==> src/rtl/rxHuntPkg.sv <==
package rxHuntPkg;

  typedef enum logic [1:0] {
    HUNT_IDLE     = 2'd0,
    HUNT_SEARCH   = 2'd1,
    HUNT_ASSEMBLE = 2'd2
  } huntState_t;

  // Strobes from control to datapath
  typedef struct packed {
    logic shiftEn;   // shift current nibble into the search window
    logic shiftClr;  // empty the search window and its fill count
    logic frameClr;  // new frame: reset nibble pairing and first-byte flag
    logic nibTake;   // accept current nibble into byte assembly
    logic endPulse;  // carrier lost during assembly
  } huntCtrl_t;

endpackage

==> src/rtl/rxHuntCtrl.sv <==
module rxHuntCtrl
  import rxHuntPkg::*;
(
  input  logic      clk,
  input  logic      rstN,
  input  logic      rxEnable,
  input  logic      fullDuplex,
  input  logic      rxValid,
  input  logic      collision,
  input  logic      carrierSense,
  input  logic      syncHit,
  output huntCtrl_t ctrl
);

  huntState_t state, nextState;
  logic       enterOk;
  logic       keepHunting;

  // Entry gate: collision only matters in half duplex
  assign enterOk     = rxEnable && rxValid && (fullDuplex || !collision);
  assign keepHunting = rxEnable && rxValid;

  always_ff @(posedge clk) begin
    if (!rstN) state <= HUNT_IDLE;
    else       state <= nextState;
  end

  always_comb begin
    ctrl      = '0;
    nextState = state;
    unique case (state)
      HUNT_IDLE: begin
        if (enterOk) begin
          ctrl.shiftEn = 1'b1;
          if (syncHit) begin
            ctrl.frameClr = 1'b1;
            nextState     = HUNT_ASSEMBLE;
          end else begin
            nextState = HUNT_SEARCH;
          end
        end else begin
          ctrl.shiftClr = 1'b1;
        end
      end
      HUNT_SEARCH: begin
        if (keepHunting) begin
          ctrl.shiftEn = 1'b1;
          if (syncHit) begin
            ctrl.frameClr = 1'b1;
            nextState     = HUNT_ASSEMBLE;
          end
        end else begin
          ctrl.shiftClr = 1'b1;
          nextState     = HUNT_IDLE;
        end
      end
      HUNT_ASSEMBLE: begin
        if (!carrierSense) begin
          ctrl.endPulse = 1'b1;
          ctrl.shiftClr = 1'b1;
          nextState     = HUNT_IDLE;
        end else if (rxValid) begin
          ctrl.nibTake = 1'b1;
        end
      end
      default: nextState = HUNT_IDLE;
    endcase
  end

endmodule

==> src/rtl/rxHuntDatapath.sv <==
module rxHuntDatapath
  import rxHuntPkg::*;
#(
  parameter int NIB_W        = 4,
  parameter int SYNC_NIBBLES = 4,
  localparam int SYNC_W      = NIB_W * SYNC_NIBBLES,
  localparam int BYTE_W      = 2 * NIB_W
) (
  input  logic              clk,
  input  logic              rstN,
  input  huntCtrl_t         ctrl,
  input  logic [NIB_W-1:0]  rxData,
  input  logic [SYNC_W-1:0] syncPattern,
  output logic              syncHit,
  output logic              byteValid,
  output logic [BYTE_W-1:0] byteData,
  output logic              frameStart,
  output logic              frameEnd
);

  localparam int FILL_W = $clog2(SYNC_NIBBLES + 1);
  localparam logic [FILL_W-1:0] FILL_FULL = FILL_W'(SYNC_NIBBLES);
  localparam logic [FILL_W-1:0] FILL_LAST = FILL_W'(SYNC_NIBBLES - 1);

  logic [SYNC_W-1:0]       window;
  logic [SYNC_W-1:0]       windowNext;
  logic [FILL_W-1:0]       fillCount;
  logic [SYNC_NIBBLES-1:0] nibMatch;
  logic                    highPhase;
  logic                    firstPending;
  logic [NIB_W-1:0]        lowNib;
  logic                    completeByte;

  // Window as it stands after the current shift; newest nibble lowest
  assign windowNext = {window[SYNC_W-NIB_W-1:0], rxData};

  for (genvar i = 0; i < SYNC_NIBBLES; i++) begin : g_nibCmp
    assign nibMatch[i] = (windowNext[i*NIB_W +: NIB_W] == syncPattern[i*NIB_W +: NIB_W]);
  end

  // Valid only once a full window of real nibbles has arrived
  assign syncHit = (fillCount >= FILL_LAST) && (&nibMatch);

  always_ff @(posedge clk) begin
    if (!rstN || ctrl.shiftClr) begin
      window    <= '0;
      fillCount <= '0;
    end else if (ctrl.shiftEn) begin
      window <= windowNext;
      if (fillCount != FILL_FULL) fillCount <= fillCount + 1'b1;
    end
  end

  assign completeByte = ctrl.nibTake && highPhase;

  always_ff @(posedge clk) begin
    if (!rstN) begin
      highPhase    <= 1'b0;
      firstPending <= 1'b0;
      lowNib       <= '0;
    end else if (ctrl.frameClr) begin
      highPhase    <= 1'b0;
      firstPending <= 1'b1;
    end else if (ctrl.nibTake) begin
      highPhase <= !highPhase;
      if (!highPhase) lowNib <= rxData;
      else            firstPending <= 1'b0;
    end
  end

  always_ff @(posedge clk) begin
    if (!rstN) begin
      byteValid  <= 1'b0;
      byteData   <= '0;
      frameStart <= 1'b0;
      frameEnd   <= 1'b0;
    end else begin
      byteValid  <= completeByte;
      frameStart <= completeByte && firstPending;
      frameEnd   <= ctrl.endPulse;
      if (completeByte) byteData <= {rxData, lowNib};
    end
  end

endmodule

==> src/rtl/rxSyncHunter.sv <==
module rxSyncHunter
  import rxHuntPkg::*;
#(
  parameter int NIB_W        = 4,
  parameter int SYNC_NIBBLES = 4,
  localparam int SYNC_W      = NIB_W * SYNC_NIBBLES,
  localparam int BYTE_W      = 2 * NIB_W
) (
  input  logic              clk,
  input  logic              rstN,
  input  logic              rxEnable,
  input  logic              fullDuplex,
  input  logic [NIB_W-1:0]  rxData,
  input  logic              rxValid,
  input  logic              collision,
  input  logic              carrierSense,
  input  logic [SYNC_W-1:0] syncPattern,
  output logic              byteValid,
  output logic [BYTE_W-1:0] byteData,
  output logic              frameStart,
  output logic              frameEnd
);

  huntCtrl_t ctrl;
  logic      syncHit;

  rxHuntCtrl u_ctrl (
    .clk          (clk),
    .rstN         (rstN),
    .rxEnable     (rxEnable),
    .fullDuplex   (fullDuplex),
    .rxValid      (rxValid),
    .collision    (collision),
    .carrierSense (carrierSense),
    .syncHit      (syncHit),
    .ctrl         (ctrl)
  );

  rxHuntDatapath #(
    .NIB_W        (NIB_W),
    .SYNC_NIBBLES (SYNC_NIBBLES)
  ) u_dp (
    .clk         (clk),
    .rstN        (rstN),
    .ctrl        (ctrl),
    .rxData      (rxData),
    .syncPattern (syncPattern),
    .syncHit     (syncHit),
    .byteValid   (byteValid),
    .byteData    (byteData),
    .frameStart  (frameStart),
    .frameEnd    (frameEnd)
  );

endmodule

==> config.mk <==
export PLATFORM = sky130hd
export DESIGN_NAME = rxSyncHunter
export DESIGN_NICKNAME = d
export VERILOG_FILES = /design/src/rtl/rxHuntPkg.sv /design/src/rtl/rxHuntCtrl.sv /design/src/rtl/rxHuntDatapath.sv /design/src/rtl/rxSyncHunter.sv
export SDC_FILE = /design/constraint.sdc
export NUM_CORES = 1
export LEC_CHECK = 0
export ABC_AREA = 1
export BUFFER_PORTS_ARGS = -buffer_cell sky130_fd_sc_hd__buf_2
export CAP_MARGIN = 40
export CELL_PAD_IN_SITES_DETAIL_PLACEMENT = 1
export CELL_PAD_IN_SITES_GLOBAL_PLACEMENT = 2
export CORE_MARGIN = 3
export CORE_UTILIZATION = 32
export CTS_BUF_LIST = sky130_fd_sc_hd__clkbuf_4
export DETAILED_ROUTE_END_ITERATION = 8
export MAX_ROUTING_LAYER = met4
export PLACE_DENSITY_LB_ADDON = 0.1
export SYNTH_ARGS = -nofsm -noshare
export SYNTH_HDL_FRONTEND = slang
export SYNTH_SLANG_ARGS = --single-unit
==> constraint.sdc <==
create_clock -name clk -period 3.1 [get_ports clk]
set_input_delay 0.465 -clock clk [delete_from_list [all_inputs] [get_ports clk]]
set_output_delay 0.465 -clock clk [all_outputs]
set_load 0.02 [all_outputs]
# ---- After elaboration in Yosys (flattened, before gate mapping)
# Index checks and enable logic that the tools add are counted.
dict set report classes {
  n_reduce_logical 20
  add_sub_neg 1
  n_eq_ne 10
  bitwise_logic 3
  muxes 23
  n_lt_le_gt_ge 1
}
# cell count
set ops {}
lappend ops {{$eq A4 B4 Y1} 4}
lappend ops {{$mux W1} 13}
lappend ops {{$mux W2} 6}
lappend ops {{$ne A3 B3 Y1 const B} 2}
lappend ops {{$pmux W2 S3} 1}
lappend ops {{$reduce_and A2 Y1} 3}
lappend ops {{$reduce_and A3 Y1} 2}
lappend ops {{$logic_and A1 B1 Y1} 5}
lappend ops {{$pmux W1 S2} 2}
lappend ops {{$reduce_and A4 Y1} 1}
lappend ops {{$reduce_bool A2 Y1} 2}
lappend ops {{$add A3 B1 Y3 const B} 1}
lappend ops {{$ge A3 B2 Y1 const B} 1}
lappend ops {{$logic_not A1 Y1} 3}
lappend ops {{$not A1 Y1} 3}
lappend ops {{$pmux W1 S3} 1}
lappend ops {{$eq A2 B1 Y1 const B} 1}
lappend ops {{$eq A2 B2 Y1 const B} 1}
lappend ops {{$logic_not A2 Y1} 1}
lappend ops {{$logic_or A1 B1 Y1} 2}
lappend ops {{$ne A2 B1 Y1 const B} 1}
lappend ops {{$ne A2 B2 Y1 const B} 1}
lappend ops {{$reduce_or A2 Y1} 1}
dict set report word_totals {
  word_cells 68
  out_inout_bits 11
  input_bits 27
  register_bits 34
}

# ---- Logic depth before layout (Yosys ltp)
dict set report depth {
  depth_word 8
  depth_mapped 11
  depth_no_buf 11
}

# ---- Cells and area by module
# From an unflattened synthesis, not the netlist that was laid out.
dict set report unflattened {
  hier_cells 225
  hier_area_um2 1585.3
}
# mod seq_area_each_um2 instances area_each_um2 cells_each
set modules_own_cells {}
lappend modules_own_cells {rxHuntDatapath 640.6 1 1391.3 190}
lappend modules_own_cells {rxHuntCtrl 40.0 1 193.9 35}

# ---- Worst setup path after synthesis
# OpenSTA, ideal clock, no wires.
dict set report synth_timing {
  path_type {reg2reg}
  startpoint {reg u_dp.fillCount[0]}
  endpoint {reg u_ctrl.state[1]}
  setup_ps 111
  path_buffers 0
  path_stages_with_launch 12
  synth_period_minus_slack_ps 1304
  arrival_time_ps 1193
  path_slack_ps 1796
  t_required_ps 2989
  cell_sequence {dfxtp_1 ha_1 ha_1 nor2_1 o21ai_0 nand2_1 nor2_1 nand3_2 nand2_2 nand2_1 nor2_1 nor2_1}
}
dict set report synth_between {
  elab_chain_cells 5
  elab_cells_between_ends 7
  classes_between {order compare: 1; eq/ne: 1; mux: 3; reduce/logical: 2}
}
# element line
set synth_rtl {}
lappend synth_rtl {{start, declared} rxHuntDatapath.sv:27} ;# logic [FILL_W-1:0] fillCount;
lappend synth_rtl {{start signal, assigned} rxHuntDatapath.sv:50} ;# if (fillCount != FILL_FULL) fillCount <= fillCount + 1'b1;
lappend synth_rtl {{$ge A3 B2 Y1 (*)} rxHuntDatapath.sv:42} ;# assign syncHit = (fillCount >= FILL_LAST) && (&nibMatch);
lappend synth_rtl {{$logic_and A1 B1 Y1 (*)} rxHuntDatapath.sv:42}
lappend synth_rtl {{$mux W2} rxHuntCtrl.sv:35} ;# if (syncHit) begin
lappend synth_rtl {{$mux W2} rxHuntCtrl.sv:33} ;# if (enterOk) begin
lappend synth_rtl {{$pmux W2 S3} rxHuntCtrl.sv:31} ;# unique case (state)
lappend synth_rtl {{end signal, assigned} rxHuntCtrl.sv:25} ;# else state <= nextState;
lappend synth_rtl {{end, declared} rxHuntCtrl.sv:15} ;# huntState_t state, nextState;
# Mark *: on every way between the ends. The rest lies on a longest branch, timed or not. The select of a mux whose other input is x is not followed.
# A chain may end at the register's enable or synchronous reset.

# ---- Worst setup path in the final report
dict set report layout_timing {
  startpoint {reg u_ctrl.state[0]}
  endpoint {reg u_dp.fillCount[2]}
}
dict set report layout_between {
  elab_chain_cells 3
  elab_cells_between_ends 7
  classes_between {eq/ne: 2; mux: 2; reduce/logical: 3}
}
# element line
set layout_rtl {}
lappend layout_rtl {{$eq A2 B1 Y1, or another cell as far along} rxHuntCtrl.sv:31}
lappend layout_rtl {{$pmux W1 S2 / $pmux W1 S3 (equally long branches)} rxHuntCtrl.sv:31}
lappend layout_rtl {{$reduce_and A2 Y1 (no line) / $logic_or A1 B1 Y1 (equally long branches)} -}
# Parallel ways exist; a longest one is shown, timed or not.

==> results by group <==
Logic synthesis
  • Ys async rst share: 0%
  • Leading cell types by count after synthesis: nand2_1 (78), inv_1 (46), dfxtp_1 (34)
  • Post-synth top area cell: dfxtp_1
  • Number of synthesized flops with an enable pin: 0
  • Share of the synthesized area in the top cell type: 39.9%
  • Netlist cell types: 24
  • Syn avg cell area: between 6 and 7 um^2
  • Cell with the most instances after synthesis: nand2_1
  • Top cells by area, synth: dfxtp_1 (40%), nand2_1 (17%), inv_1 (10%)
  • Top FF cell, synth: dfxtp_1
  • Ys Warns: 0
  • Synthesis-stage register bit count: 34
  • Cells after Synth: 263
  • Sequential-to-total area share from yosys stat: 39.9%
  • Syn nets: roughly 300
  • Cell Area, Synth: 1710 um^2

Critical path
  • Data required, critical path: 3.37 ns
  • CP Launch Type: flop
  • FF-to-FF setup slack: roughly 1.4 ns
  • R2R cell count: 8
  • Reg-to-reg startpoint: u_ctrl.state[0]$_SDFFE_PN0P_
  • CP max FO: 13
  • Crit end category: flop
  • Critical path type: reg2reg
  • Worst r2r dst: u_dp.fillCount[2]$_SDFFE_PP0P_
  • Data arrival, critical path: 1.96 ns

Clocking
  • CTS tree: yes
  • Htree depth: 2
  • Hold-fix buffers, CTS: 0
  • Cts repair resizes: 0
  • Clock root buffer master: clkbuf_4
  • Post-CTS Setup Inserts: 0
  • Clk_lat worst skew: about 0.33 ns
  • Total CTS buffers: 5
  • Worst-path clk slew: 0.10 ns
  • Clock sinks: 34
  • Clock Path Buffers: 2

Place
  • DP HPWL: 3330 um
  • Placed Instances: roughly 360
  • Port-buffer cells: 37
  • RePlAce Congestion: 0.788

Die
  • Top Ports: 38
  • DIE WIDTH: 79.1 um
  • Die ar.: 6250 um^2
  • Starting Density: 34.6%
  • Total core area: about 5000 um^2
  • Rows: 25
  • Die Y: 79.1 um

Hold path
  • Hold depth: 2
  • Worst Hold End: u_dp.frameEnd$_SDFF_PN0_
  • Hold path start: carrierSense
  • HP Class: in2reg

Global routing
  • Largest net degree at the start of global routing: 18
  • Initial antenna violation count: 0
  • Vias in the first global route: 1607
  • GRT overflow: 0
  • First-pass GRT wire length: 7270 um
  • Total track usage: 15.2%

Power
  • Gate power share: 13.3%
  • Sw frac: 27.5%
  • P_sw: between 0.0002 and 0.00025 W
  • Power Internal: 0.000556 W
  • Pwr/cell area: 386 nW/um^2
  • Sequential Power Share: 58.3%
  • Clock share of power: between 20% and 30%
  • Leakage power: 0.951 nW
  • Worst vdd ir: 156 uV

Detailed routing
  • DR WL/cell: 11.5 um
  • Vias per cell: 4.54
  • WL final: roughly 4200 um
  • Residual DRC: 0
  • Detailed Routing Iterations Pass 1: 4
  • Final ANT Viol Nets: 0
  • Vias: 1671
  • 1st-iter DRT viols: 77

Final layout
  • Synthesis-to-finish area growth: 16.3%
  • Antenna fix cells: 0
  • Nets@finish: 332
  • Fill cell count: 700
  • Final cell count without fillers: approximately 370
  • Share of layout cells above drive strength 1: 17.9%

Job
  • MaxCap Viol Count: 0

Run status
  • Status: completed

Timing
  • # setup viols final: 0
  • Worst-case clock skew: ~0.0047 ns
  • Post-layout min period: 1.69 ns
  • Final hold vios: 0
  • Max Fclk: between 0.5 and 0.6 GHz
  • Max Transition Viols Final: 0
  • Slew headroom: slightly above 60%
  • RSZ-0062 raised after global routing: false
  • Tcrit/Tclk final: between 50% and 60%
  • Setup TNS: 0 ns
  • Worst slew pin tran: approximately 0.57 ns
## worst max-delay path, stage by stage, from the launching register on
cell and delay [ns]:
dfxtp_1 0.38, inv_1 0.07, nand2_1 0.07, nor2_1 0.05, a31oi_1 0.15, nand3_1 0.43
inv_1 0.25, o21ai_1 0.09, a31oi_1 0.14
## power by group through the flow
stage	logic, W	clock network (W)	registers [W]
after detailed placement	0.000104	0	0.000458
after global routing	0.000120	0.000252	0.000449
after floorplan	0.0000671	0	0.000457
after CTS	0.000104	0.000229	0.000448
after global placement	0.000102	0	0.000457
final	0.000102	0.000217	0.000447
## cells by family (layout without fill, tap and decap cells)
logic type / count (synthesis) / in the layout / share of synthesized area [%]
fa+ha+maj: 3 / 3 / 2.20
flops: 34 / 34 / 39.9
simple gates: 127 / 127 / 30.5
buf+inv: 55 / 93 / 12.8
compound gates: 39 / 39 / 12.0
xor+xnor: 5 / 5 / 2.56
## cell type report
cell class / count / area [um^2] / share of cell area, %
Inverter: 50 / 188 / 9.45
Timing Repair Buffer: 37 / 185 / 9.32
Tap cell: 67 / 83.8 / 4.22
Clock inverter: 1 / 3.75 / 0.189
Sequential cell: 34 / 681 / 34.3
Clock buffer: 5 / 37.5 / 1.89
Multi-Input combinational cell: 174 / 808 / 40.7
## per-layer routing
metal  track usage (%)  part of all wire, %  vias to the layer above
met5                 -                    0                        -
met2              22.7                   45                       28
met4              4.81                  1.3                        0
met3              4.20                  4.5                        6
met1              19.9                   49                      758
li1                  -                    -                      879
## placed cells by master (no fill, tap or decap)
master | synthesis | layout
nand2_1 | 78 | 78
inv_1 | 46 | 46
buf_2 | 1 | 37
dfxtp_1 | 34 | 34
nor2_1 | 27 | 27
a21oi_1 | 18 | 18
o21ai_0 | 16 | 16
nand3_1 | 13 | 13
clkbuf_4 | 0 | 5
inv_2 | 4 | 4
xor2_1 | 3 | 3
ha_1 | 3 | 3
nand2_2 | 2 | 2
a31oi_1 | 2 | 2
nor2_2 | 2 | 2
xnor2_1 | 2 | 2
nor3_1 | 2 | 2
a21oi_2 | 1 | 1
nand3_2 | 1 | 1
o21ai_2 | 1 | 1
o21ai_1 | 1 | 1
nand4_1 | 1 | 1
nor2_4 | 1 | 1
clkinv_1 | 0 | 1
## registers in the layout (all words and copies together), names as in the netlist
| signal | cells |
|---|---|
| u_dp.byteValid | 1 |
| u_ctrl.state | 2 |
| u_dp.lowNib | 4 |
| u_dp.firstPending | 1 |
| u_dp.highPhase | 1 |
| u_dp.byteData | 8 |
| u_dp.fillCount | 3 |
| u_dp.frameEnd | 1 |
| u_dp.window | 12 |
| u_dp.frameStart | 1 |
## per-stage QoR
step           utilization (%)  power (W)  hold WS, ns  worst slack [ns]  cell area [um^2]
2_1_floorplan                -   0.000524        0.424              1.80              1710
5_1_grt                   40.2   0.000820        0.300              1.17              1990
3_5_place_dp              39.4   0.000561        0.446              1.23              1950
6_report                  40.2   0.000767        0.316              1.41              1990
3_3_place_gp              39.4   0.000559        0.443              1.30              1950
4_1_cts                   40.2   0.000781        0.300              1.39              1990
## worst max path at each step
stage / startpoint / to / depth (start not counted)
floorplan: u_dp.fillCount[0]$_SDFFE_PP0P_ / u_ctrl.state[1]$_SDFFE_PN0P_ / 11
global placement: rxValid / u_dp.fillCount[1]$_SDFFE_PP0P_ / 9
detailed placement: rxValid / u_dp.fillCount[2]$_SDFFE_PP0P_ / 9
CTS: u_ctrl.state[0]$_SDFFE_PN0P_ / u_dp.fillCount[2]$_SDFFE_PP0P_ / 8
global route: u_ctrl.state[0]$_SDFFE_PN0P_ / u_dp.fillCount[0]$_SDFFE_PP0P_ / 8
finish: u_ctrl.state[0]$_SDFFE_PN0P_ / u_dp.fillCount[2]$_SDFFE_PP0P_ / 8
(Power assumes the default switching activity.)
